--- src/rtl/can_rx_match_pkg.sv ---
`timescale 1ns/1ps
package can_rx_match_pkg;
  localparam int ID_W = 29;
  typedef logic [3:0] mb_code_t;
  localparam mb_code_t CODE_INACTIVE = 4'h0;
  localparam mb_code_t CODE_RX_EMPTY = 4'h1;
  localparam mb_code_t CODE_RX_FULL  = 4'h2;
  localparam mb_code_t CODE_TX_IDLE  = 4'h4;
endpackage

--- src/rtl/can_rx_first_hit.sv ---
`timescale 1ns/1ps
// Lowest-index-wins selector over a hit vector.
module can_rx_first_hit #(
  parameter int N  = 8,
  parameter int IW = $clog2(N)
) (
  input  logic [N-1:0]  hit,
  output logic          any,
  output logic [IW-1:0] idx
);
  always_comb begin
    any = 1'b0;
    idx = '0;
    for (int i = N - 1; i >= 0; i--) begin
      if (hit[i]) begin
        any = 1'b1;
        idx = IW'(i);
      end
    end
  end
endmodule

--- src/rtl/can_rx_mb_bank.sv ---
`timescale 1ns/1ps
// Mailbox state: code, identifier and mask per entry, plus match vector.
module can_rx_mb_bank
  import can_rx_match_pkg::*;
#(
  parameter int NMB = 16,
  parameter int IW  = $clog2(NMB)
) (
  input  logic            clk,
  input  logic            rst_n,
  input  logic            wr_en,
  input  logic [IW-1:0]   wr_idx,
  input  mb_code_t        wr_code,
  input  logic [ID_W-1:0] wr_id,
  input  logic [ID_W-1:0] wr_mask,
  input  logic            cap_en,
  input  logic [IW-1:0]   cap_idx,
  input  logic [ID_W-1:0] frame_id,
  output logic [NMB-1:0]  hit,
  input  logic [IW-1:0]   rd_idx,
  output mb_code_t        rd_code
);
  mb_code_t        code_q [NMB];
  logic [ID_W-1:0] id_q   [NMB];
  logic [ID_W-1:0] mask_q [NMB];

  for (genvar g = 0; g < NMB; g++) begin : g_mb
    always_ff @(posedge clk) begin
      if (!rst_n) begin
        code_q[g] <= CODE_INACTIVE;
        id_q[g]   <= '0;
        mask_q[g] <= '0;
      end else if (wr_en && wr_idx == IW'(g)) begin
        code_q[g] <= wr_code;           // host write beats capture
        id_q[g]   <= wr_id;
        mask_q[g] <= wr_mask;
      end else if (cap_en && cap_idx == IW'(g)) begin
        code_q[g] <= CODE_RX_FULL;
      end
    end

    assign hit[g] = (code_q[g] == CODE_RX_EMPTY) &&
                    (((frame_id ^ id_q[g]) & mask_q[g]) == '0);
  end

  assign rd_code = code_q[rd_idx];

  AST_CAP_ON_EMPTY: assert property (@(posedge clk) disable iff (!rst_n)
    cap_en |-> code_q[cap_idx] == CODE_RX_EMPTY);

  AST_CAP_MARKS_FULL: assert property (@(posedge clk) disable iff (!rst_n)
    (cap_en && !(wr_en && wr_idx == cap_idx)) |=> code_q[$past(cap_idx)] == CODE_RX_FULL);

  AST_HOST_WRITE_KEPT: assert property (@(posedge clk) disable iff (!rst_n)
    wr_en |=> code_q[$past(wr_idx)] == $past(wr_code));
endmodule

--- src/rtl/can_rx_filter_bank.sv ---
`timescale 1ns/1ps
// FIFO acceptance filters: enable, identifier and mask per entry.
module can_rx_filter_bank
  import can_rx_match_pkg::*;
#(
  parameter int NFLT = 8,
  parameter int IW   = $clog2(NFLT)
) (
  input  logic            clk,
  input  logic            rst_n,
  input  logic            wr_en,
  input  logic [IW-1:0]   wr_idx,
  input  logic            wr_on,
  input  logic [ID_W-1:0] wr_id,
  input  logic [ID_W-1:0] wr_mask,
  input  logic [ID_W-1:0] frame_id,
  output logic [NFLT-1:0] hit
);
  logic            on_q   [NFLT];
  logic [ID_W-1:0] id_q   [NFLT];
  logic [ID_W-1:0] mask_q [NFLT];

  for (genvar g = 0; g < NFLT; g++) begin : g_flt
    always_ff @(posedge clk) begin
      if (!rst_n) begin
        on_q[g]   <= 1'b0;
        id_q[g]   <= '0;
        mask_q[g] <= '0;
      end else if (wr_en && wr_idx == IW'(g)) begin
        on_q[g]   <= wr_on;
        id_q[g]   <= wr_id;
        mask_q[g] <= wr_mask;
      end
    end

    assign hit[g] = on_q[g] && (((frame_id ^ id_q[g]) & mask_q[g]) == '0);
  end
endmodule

--- src/rtl/can_rx_match.sv ---
`timescale 1ns/1ps
module can_rx_match
  import can_rx_match_pkg::*;
#(
  parameter int NMB        = 16,
  parameter int NFLT       = 8,
  parameter int FIFO_DEPTH = 6,
  localparam int MB_IW  = $clog2(NMB),
  localparam int FL_IW  = $clog2(NFLT),
  localparam int IDX_W  = (MB_IW > FL_IW) ? MB_IW : FL_IW,
  localparam int CNT_W  = $clog2(FIFO_DEPTH + 1)
) (
  input  logic             clk,
  input  logic             rst_n,
  input  logic             cfg_fifo_first,
  input  logic             frame_valid,
  output logic             frame_ready,
  input  logic [28:0]      frame_id,
  input  logic             mb_wr_en,
  input  logic [MB_IW-1:0] mb_wr_idx,
  input  logic [3:0]       mb_wr_code,
  input  logic [28:0]      mb_wr_id,
  input  logic [28:0]      mb_wr_mask,
  input  logic             flt_wr_en,
  input  logic [FL_IW-1:0] flt_wr_idx,
  input  logic             flt_wr_on,
  input  logic [28:0]      flt_wr_id,
  input  logic [28:0]      flt_wr_mask,
  input  logic             fifo_pop,
  input  logic [MB_IW-1:0] mb_rd_idx,
  output logic [3:0]       mb_rd_code,
  output logic             store_valid,
  output logic             store_to_fifo,
  output logic [IDX_W-1:0] store_index,
  output logic             fifo_overflow,
  output logic [CNT_W-1:0] fifo_count
);
  localparam logic [CNT_W-1:0] DEPTH_C = CNT_W'(FIFO_DEPTH);

  // stage 1: frame capture
  logic            rdy_q, pend_q;
  logic [ID_W-1:0] pend_id_q;
  wire             accept = frame_valid && rdy_q;

  always_ff @(posedge clk) begin
    if (!rst_n) begin
      rdy_q     <= 1'b0;
      pend_q    <= 1'b0;
      pend_id_q <= '0;
    end else begin
      rdy_q  <= 1'b1;
      pend_q <= accept;
      if (accept) pend_id_q <= frame_id;
    end
  end
  assign frame_ready = rdy_q;

  // match structures
  logic [NMB-1:0]   mb_hit;
  logic [NFLT-1:0]  fl_hit;
  logic             mb_any, fl_any;
  logic [MB_IW-1:0] mb_sel;
  logic [FL_IW-1:0] fl_sel;
  logic             take_fifo, take_mb, ovf_now, fifo_room;
  logic [CNT_W-1:0] cnt_q;

  can_rx_mb_bank #(.NMB(NMB), .IW(MB_IW)) u_mb (
    .clk(clk), .rst_n(rst_n),
    .wr_en(mb_wr_en), .wr_idx(mb_wr_idx), .wr_code(mb_wr_code),
    .wr_id(mb_wr_id), .wr_mask(mb_wr_mask),
    .cap_en(take_mb), .cap_idx(mb_sel),
    .frame_id(pend_id_q), .hit(mb_hit),
    .rd_idx(mb_rd_idx), .rd_code(mb_rd_code)
  );

  can_rx_filter_bank #(.NFLT(NFLT), .IW(FL_IW)) u_flt (
    .clk(clk), .rst_n(rst_n),
    .wr_en(flt_wr_en), .wr_idx(flt_wr_idx), .wr_on(flt_wr_on),
    .wr_id(flt_wr_id), .wr_mask(flt_wr_mask),
    .frame_id(pend_id_q), .hit(fl_hit)
  );

  can_rx_first_hit #(.N(NMB), .IW(MB_IW)) u_mb_pick (
    .hit(mb_hit), .any(mb_any), .idx(mb_sel)
  );

  can_rx_first_hit #(.N(NFLT), .IW(FL_IW)) u_fl_pick (
    .hit(fl_hit), .any(fl_any), .idx(fl_sel)
  );

  // stage 2: decision
  always_comb begin
    fifo_room = cnt_q < DEPTH_C;
    take_fifo = pend_q && fifo_room && fl_any && (cfg_fifo_first || !mb_any);
    take_mb   = pend_q && mb_any && !take_fifo;
    ovf_now   = pend_q && !fifo_room && fl_any && !mb_any;
  end

  logic             sv_q, tf_q, ovf_q;
  logic [IDX_W-1:0] idx_q;
  wire              pop_ok = fifo_pop && (cnt_q != '0);

  always_ff @(posedge clk) begin
    if (!rst_n) begin
      sv_q  <= 1'b0;
      tf_q  <= 1'b0;
      ovf_q <= 1'b0;
      idx_q <= '0;
      cnt_q <= '0;
    end else begin
      sv_q  <= take_fifo || take_mb;
      tf_q  <= take_fifo;
      ovf_q <= ovf_now;
      if (take_fifo)    idx_q <= IDX_W'(fl_sel);
      else if (take_mb) idx_q <= IDX_W'(mb_sel);
      cnt_q <= cnt_q + CNT_W'(take_fifo) - CNT_W'(pop_ok);
    end
  end

  assign store_valid   = sv_q;
  assign store_to_fifo = tf_q;
  assign store_index   = idx_q;
  assign fifo_overflow = ovf_q;
  assign fifo_count    = cnt_q;

  AST_STROBES_EXCLUSIVE: assert property (@(posedge clk) disable iff (!rst_n)
    !(store_valid && fifo_overflow));

  AST_COUNT_BOUND: assert property (@(posedge clk) disable iff (!rst_n)
    fifo_count <= DEPTH_C);

  AST_OVF_WHEN_FULL: assert property (@(posedge clk) disable iff (!rst_n)
    fifo_overflow |-> $past(fifo_count) == DEPTH_C);

  AST_FIFO_STORE_ROOM: assert property (@(posedge clk) disable iff (!rst_n)
    (store_valid && store_to_fifo) |-> $past(fifo_count) < DEPTH_C);

  AST_STROBE_ONE_CYCLE: assert property (@(posedge clk) disable iff (!rst_n)
    (store_valid && !$past(frame_valid && frame_ready)) |=> !store_valid);
endmodule

--- config.mk ---
export PLATFORM = sky130hd
export DESIGN_NAME = can_rx_match
export DESIGN_NICKNAME = d
export VERILOG_FILES = /design/src/rtl/can_rx_match_pkg.sv /design/src/rtl/can_rx_first_hit.sv /design/src/rtl/can_rx_mb_bank.sv /design/src/rtl/can_rx_filter_bank.sv /design/src/rtl/can_rx_match.sv
export SDC_FILE = /design/constraint.sdc
export NUM_CORES = 2
export LEC_CHECK = 0
export ABC_AREA = 1
export BUFFER_PORTS_ARGS = -buffer_cell sky130_fd_sc_hd__buf_2
export CELL_PAD_IN_SITES_DETAIL_PLACEMENT = 0
export CELL_PAD_IN_SITES_GLOBAL_PLACEMENT = 2
export CORE_UTILIZATION = 41
export CTS_CLUSTER_SIZE = 8
export DETAILED_ROUTE_END_ITERATION = 12
export PLACE_DENSITY_LB_ADDON = 0.05
export REMOVE_ABC_BUFFERS = 1
export SYNTH_ARGS = -nofsm -noshare
export SYNTH_HDL_FRONTEND = slang
export SYNTH_SLANG_ARGS = --single-unit
--- constraint.sdc ---
create_clock -name clk -period 7.98 [get_ports clk]
set_input_delay 1.197 -clock clk [delete_from_list [all_inputs] [get_ports clk]]
set_output_delay 1.197 -clock clk [all_outputs]
set_load 0.05 [all_outputs]
# Word-level counts from Yosys, hierarchy flattened
# Memory sizes are Yosys's and may differ from the RTL's.
# Index checks and enable logic that the tools add are counted.
word_totals:
  in_bits: 168
  wordCells: 593
  ramBits: 1464
  mem_count: 6
  register_bits: 41
op_classes:
  order_cmp: 1
  bitwise_logic: 137
  n_mux: 276
  add_sub_neg: 2
  n_reduce_logical: 109
  n_eq_ne: 53
mem_list:
  columns: ["name", "words", "word_bits", "read_ports", "rd_ports_with_merged_regs", "wr", "line", "source"]
  rows:
  - ["u_mb.id_q", 16, 29, 16, 0, 16, "can_rx_mb_bank.sv:24", "logic [ID_W-1:0] id_q [NMB];"]
  - ["u_mb.mask_q", 16, 29, 16, 0, 16, "can_rx_mb_bank.sv:25", "logic [ID_W-1:0] mask_q [NMB];"]
  - ["u_flt.id_q", 8, 29, 8, 0, 8, "can_rx_filter_bank.sv:20", "logic [ID_W-1:0] id_q [NFLT];"]
  - ["u_flt.mask_q", 8, 29, 8, 0, 8, "can_rx_filter_bank.sv:21", "logic [ID_W-1:0] mask_q [NFLT];"]
  - ["u_mb.code_q", 16, 4, 17, 0, 16, "can_rx_mb_bank.sv:23", "mb_code_t code_q [NMB];"]
  - ["u_flt.on_q", 8, 1, 8, 0, 8, "can_rx_filter_bank.sv:19", "logic on_q [NFLT];"]
ops:
  columns: ["operator", "count"]
  rows:
  - ["$mux W29", 48]
  - ["$and A29 B29 Y29", 24]
  - ["$logic_not A29 Y1", 24]
  - ["$xor A29 B29 Y29", 24]
  - ["$mux W4", 48]
  - ["$mux W1", 170]
  - ["$or A1 B1 Y1", 88]
  - ["$logic_and A1 B1 Y1", 74]
  - ["$eq A4 B1 Y1 const B", 18]
  - ["$eq A4 B4 Y1 const B", 16]
  - ["$eq A4 B3 Y1 const B", 8]
  - ["$mux W3", 10]
  - ["$eq A4 B2 Y1 const B", 4]
  - ["$eq A3 B3 Y1 const B", 4]
  - ["$logic_not A4 Y1", 2]
  - ["$eq A3 B2 Y1 const B", 2]
  - ["$add A3 B1 Y3", 1]
  - ["$eq A3 B1 Y1 const B", 1]
  - ["$logic_not A1 Y1", 3]
  - ["$logic_not A3 Y1", 1]
  - ["$lt A3 B3 Y1 const B", 1]
  - ["$reduce_bool A3 Y1", 1]
  - ["$sub A3 B1 Y3", 1]
  - ["$logic_or A1 B1 Y1", 2]
  - ["other kinds (3)", 3]

# Logic depth before layout (Yosys ltp)
# An unclocked memory read counts as a cell.
logic_depth:
  depth_word: 32
  depth_mapped: 28
  mapped_depth_nobuf: 27

# Hierarchy
# From an unflattened synthesis, not the netlist that was laid out.
unflattened:
  cells_unflattened: 7581
  hier_area_um2: 69524.2
modules_own_cells:
  columns: ["mod", "area_each_um2", "cells_each", "n_inst"]
  rows:
  - ["can_rx_mb_bank", 46226.8, 5001, 1]
  - ["can_rx_filter_bank", 21446.8, 2314, 1]
  - ["can_rx_match", 1542.7, 195, 1]
  - ["can_rx_first_hit (u_mb_pick)", 209.0, 49, 1]
  - ["can_rx_first_hit (u_fl_pick)", 98.8, 22, 1]

# Worst setup path after synthesis
# Ideal clock, no wire load.
synth_path:
  path_type: "input-to-reg"
  from: "input port flt_wr_idx[2]"
  to: "memory u_flt.id_q[25][0], in the netlist u_flt.id_q[3][29] (enable)"
  setup_slack_ns: 2.002
  setup_ns: 0.557
  arrival_ns: 5.420
  path_stages: 2
  path_cell_list: "nand2_1 o21ai_0"
synth_rtl:
  columns: ["item", "line", "source"]
  rows:
  - ["start: declaration", "can_rx_match.sv:25", "input logic [FL_IW-1:0] flt_wr_idx,"]
  - ["end: declaration", "can_rx_filter_bank.sv:20", null]

# Worst setup path in the final report
layout_path:
  from: "register pend_id_q[2]"
  to: "register cnt_q[2], in the netlist fifo_count[2]"
layout_between:
  elab_chain_cells: 25
  word_cells_on_any_way: 126
  classes_between: "2 x add/sub; 24 x mux; 48 x bitwise; 52 x reduce/logical"
layout_lines:
  columns: ["item", "line", "source"]
  rows:
  - ["start: declaration", "can_rx_match.sv:42", "logic [ID_W-1:0] pend_id_q;"]
  - ["start signal: assignment", "can_rx_match.sv:53", "if (accept) pend_id_q <= frame_id;"]
  - ["$xor A29 B29 Y29", "can_rx_mb_bank.sv:43", "(((frame_id ^ id_q[g]) & mask_q[g]) == '0);"]
  - ["$and A29 B29 Y29", "can_rx_mb_bank.sv:43", null]
  - ["$logic_not A29 Y1", "can_rx_mb_bank.sv:43", null]
  - ["$logic_and A1 B1 Y1", "can_rx_mb_bank.sv:42", "assign hit[g] = (code_q[g] == CODE_RX_EMPTY) &&"]
  - ["$mux W1 (16 in a row)", "can_rx_first_hit.sv:15", "if (hit[i]) begin"]
  - ["$logic_not A1 Y1", "can_rx_match.sv:94", "take_fifo = pend_q && fifo_room && fl_any && (cfg_fifo_first || !mb_any);"]
  - ["$logic_or A1 B1 Y1", "can_rx_match.sv:94", null]
  - ["$logic_and A1 B1 Y1 *", "can_rx_match.sv:94", null]
  - ["$add A3 B1 Y3 *", "can_rx_match.sv:116", "cnt_q <= cnt_q + CNT_W'(take_fifo) - CNT_W'(pop_ok);"]
  - ["$sub A3 B1 Y3 *", "can_rx_match.sv:116", null]
  - ["end signal: assignment", "can_rx_match.sv:116", null]
  - ["end: declaration", "can_rx_match.sv:65", "logic [CNT_W-1:0] cnt_q;"]
# Every way passes the cells marked *; elsewhere a longest branch is shown, timed or not.
# A chain may end at the register's enable or synchronous reset.

==> flow_summary.json <==
{
  "synth.avg_cell_area_um2": 9.846,
  "post-route-min-period_ps": 4901,
  "finalPower_mw": 19.63,
  "drc_errors": 0,
  "cts_buffer_depth": 3,
  "tns_ps": 0,
  "critPathRequiredTime_ps": 8670,
  "routedWlPerCell_um": 29.01,
  "worstPathCellList": "inv_1 -> nand2_1 -> nand3_1 -> nand2_1 -> inv_1 -> nand2_1 -> nor2_1 -> nand2_1 -> o21ai_0 -> nor2_1 -> nand3_2 -> o21bai_2 -> nand2_4 -> ha_1 -> inv_1 -> ha_1 -> inv_1 -> fa_1 -> xnor2_1 -> nor2_1",
  "reg2reg_from": "pend_id_q[2]$_SDFFE_PN0P_",
  "wl_met1_um": 109500,
  "regArea_um2": 44810,
  "ys_types": 56,
  "met2_length_um": 135600,
  "place_ws_ps": 3156,
  "min_period_over_period": 0.6141,
  "setup_viol": 0,
  "synthesis.area_um2": 69400,
  "postCtsSetupBuffers": 0,
  "relSlewSlack": 0.1213,
  "clkTransAtPathRegs_ps": 60,
  "grt_pass1_vias": 48720,
  "grt_overflow": 0,
  "setup.worst_path.end_class": "register",
  "layout-drive-gt1-share": 0.1242,
  "yosys.area.top_type": "edfxtp_1",
  "synth_edf_count": 1463,
  "drv_cap": 0,
  "ff2ff_path_depth": 20,
  "viasPerCell": 5.472,
  "die_area_um2": 170900,
  "antenna_found_initial": 9,
  "async_flop_share": 0,
  "root_buffer": "clkbuf_16",
  "io_pins": 183,
  "cts.sinks": 1505,
  "start_util": 0.4141,
  "topRoutingLayerUsed": "met5",
  "worst_pin_slew_ps": 1317,
  "met3_length_um": 15340,
  "ir_drop_uv": 251.1,
  "final_max_slew_viol_count": 0,
  "grt_pass1_wl_um": 375800,
  "multi_input_area_um2": 21960,
  "start_kind": "register",
  "finClkSkew_ps": 28.54,
  "rows": 150,
  "cts_buffers": 207,
  "totalWireLength_um": 275300,
  "postRouteAntennaNets": 0,
  "synthTopCellsByArea": "edfxtp_1 (63%), nor2_1 (11%), nand2_1 (6.8%)",
  "powerDensity_nw_per_um2": 250.7,
  "synth_ff_type": "edfxtp_1",
  "cp_slowest_cell": "dfxtp_2",
  "rsz0062_at_grt": "no",
  "final_hold_viol_count": 0,
  "grt_usage": 0.3207,
  "max_stage_delay_ps": 970,
  "routabilityCongestion": 1.012,
  "cts_max_level": 4,
  "drt_pass1_iterations": 6,
  "cp_max_fo": 46,
  "nFillCells": 15710,
  "cts_tree": "yes",
  "layout_common_cells": "nor2_1 (2016), edfxtp_1 (1463), nand2_1 (1240)",
  "r2r_slack_ps": 3080,
  "dr.first_iter.drc_count": 5194,
  "dp_cells": 9186,
  "status": "completed",
  "yosysSeqAreaShare": 0.6452,
  "dpl.hpwl_um": 184800,
  "yosysTopAreaCellShare": 0.6330,
  "min_from": "u_flt.on_q[1][0]$_DFF_P_",
  "fin_ws_ps": 3079,
  "dieHeight_um": 413.4,
  "final_common_cell": "nor2_1",
  "insertion_delay_ps": 840,
  "syn_inst": 7048,
  "cts_hold_buffers": 0,
  "portBuffers": 182,
  "min_to": "u_flt.on_q[1][0]$_DFF_P_",
  "post_cts_resize_count": 0,
  "synthToLayoutAreaGrowth_pct": 12.79,
  "nets": 7363,
  "layout.cells.non_filler": 9493,
  "die_x_um": 413.4,
  "worstPathArrival_ps": 5590,
  "yosys_warnings": 0,
  "fmax_mhz": 204.1,
  "r2r_end": "fifo_count[2]$_SDFF_PN0_",
  "hold_depth": 2,
  "synth-seq-cells": 1505,
  "dr_total_vias": 51950,
  "hp-class": "register to register",
  "grt_max_degree": 63,
  "core_um2": 167600,
  "p_leak_nw": 30.84,
  "critical_path_class": "register to register"
}
## how the worst max path moves through the flow
stage	start	endpoint	slack, ps	cells after the start
CTS	pend_id_q[2]$_SDFFE_PN0P_	fifo_count[2]$_SDFF_PN0_	3140	20
global placement	pend_id_q[2]$_SDFFE_PN0P_	fifo_count[2]$_SDFF_PN0_	3120	20
global route	pend_id_q[5]$_SDFFE_PN0P_	fifo_count[2]$_SDFF_PN0_	2940	19
finish	pend_id_q[2]$_SDFFE_PN0P_	fifo_count[2]$_SDFF_PN0_	3080	20
floorplan	flt_wr_idx[2]	u_flt.id_q[3][29]$_SDFFCE_PN0P_	2000	2
detailed placement	pend_id_q[2]$_SDFFE_PN0P_	fifo_count[2]$_SDFF_PN0_	3160	20
## logic make-up after synthesis
| kind of cell | synth area share |
|---|---|
| adder cells (fa/ha/maj) | 0.0008294 |
| AND/OR/NAND/NOR | 0.2702 |
| flip-flops | 0.6452 |
| AO/OA/AOI/OAI | 0.02962 |
| XOR/XNOR | 0.01338 |
| multiplexers | 0.0001442 |
| buffers and inverters | 0.04067 |
## power breakdown
group / internal [mW] / total, mW / switching (mW)
clock: 4.77 / 8.15 / 3.38
combinational: 0.493 / 2.04 / 1.54
sequential: 9.18 / 9.44 / 0.260
## cell usage after synthesis, types with 18 or more instances
master and number:
a21oi_1 112, xor2_1 105, nor3_1 77, o21ai_0 174
o21ai_1 18, or2_1 63, edfxtp_1 1463, nor4_1 26
dfxtp_1 42, nand3_1 443, inv_1 305, or2_2 260
nor3b_1 25, buf_2 92, nor2_1 2016, buf_4 22
clkbuf_1 230, nand4_1 137, nand2_1 1265, nand3b_1 20
## stage by stage
step,hold WS (ps),cell area [um^2],utilization
finish,515.4,78280,0.4670
global placement,492.6,72510,0.4326
floorplan,471.2,67740,-
global route,557.6,78270,0.4670
CTS,509.2,78270,0.4670
detailed placement,498.8,72510,0.4326
## state kept, by name, indices dropped and copies added, names as in the netlist
register       count
fifo_count         3
fifo_overflow      1
frame_ready        1
pend_id_q         29
pend_q             1
store_index        4
store_to_fifo      1
store_valid        1
u_flt.id_q       232
u_flt.mask_q     232
u_flt.on_q         8
u_mb.code_q       64
u_mb.id_q        464
u_mb.mask_q      464
## routing by layer
layer | up-vias | track usage
li1 | 23840 | -
met1 | 25780 | 0.3987
met2 | 1841 | 0.5507
met3 | 479 | 0.03999
met4 | 2 | 0.1564
met5 | - | 0
## worst max-delay path, delay by kind of cell (launching register included)
family	cells	cell delay, ps
xor gates and xnor gates	1	160
DFF	1	970
AOI/OAI and AO/OA	2	510
buffers and inverters	4	500
adders and majority gates	3	870
and+or+nand+nor	10	1710
## layout make-up
type                            instances  share of cell area
Antenna cell                            2          0.00006394
Clock buffer                          292             0.07147
Clock inverter                         13            0.002110
Inverter                              310             0.01487
Multi-Input combinational cell       4868              0.2806
Sequential cell                      1505              0.5725
Tap cell                             2204             0.03523
Timing Repair Buffer                  299             0.02321
No activity file was read; power rests on OpenSTA's default activity.
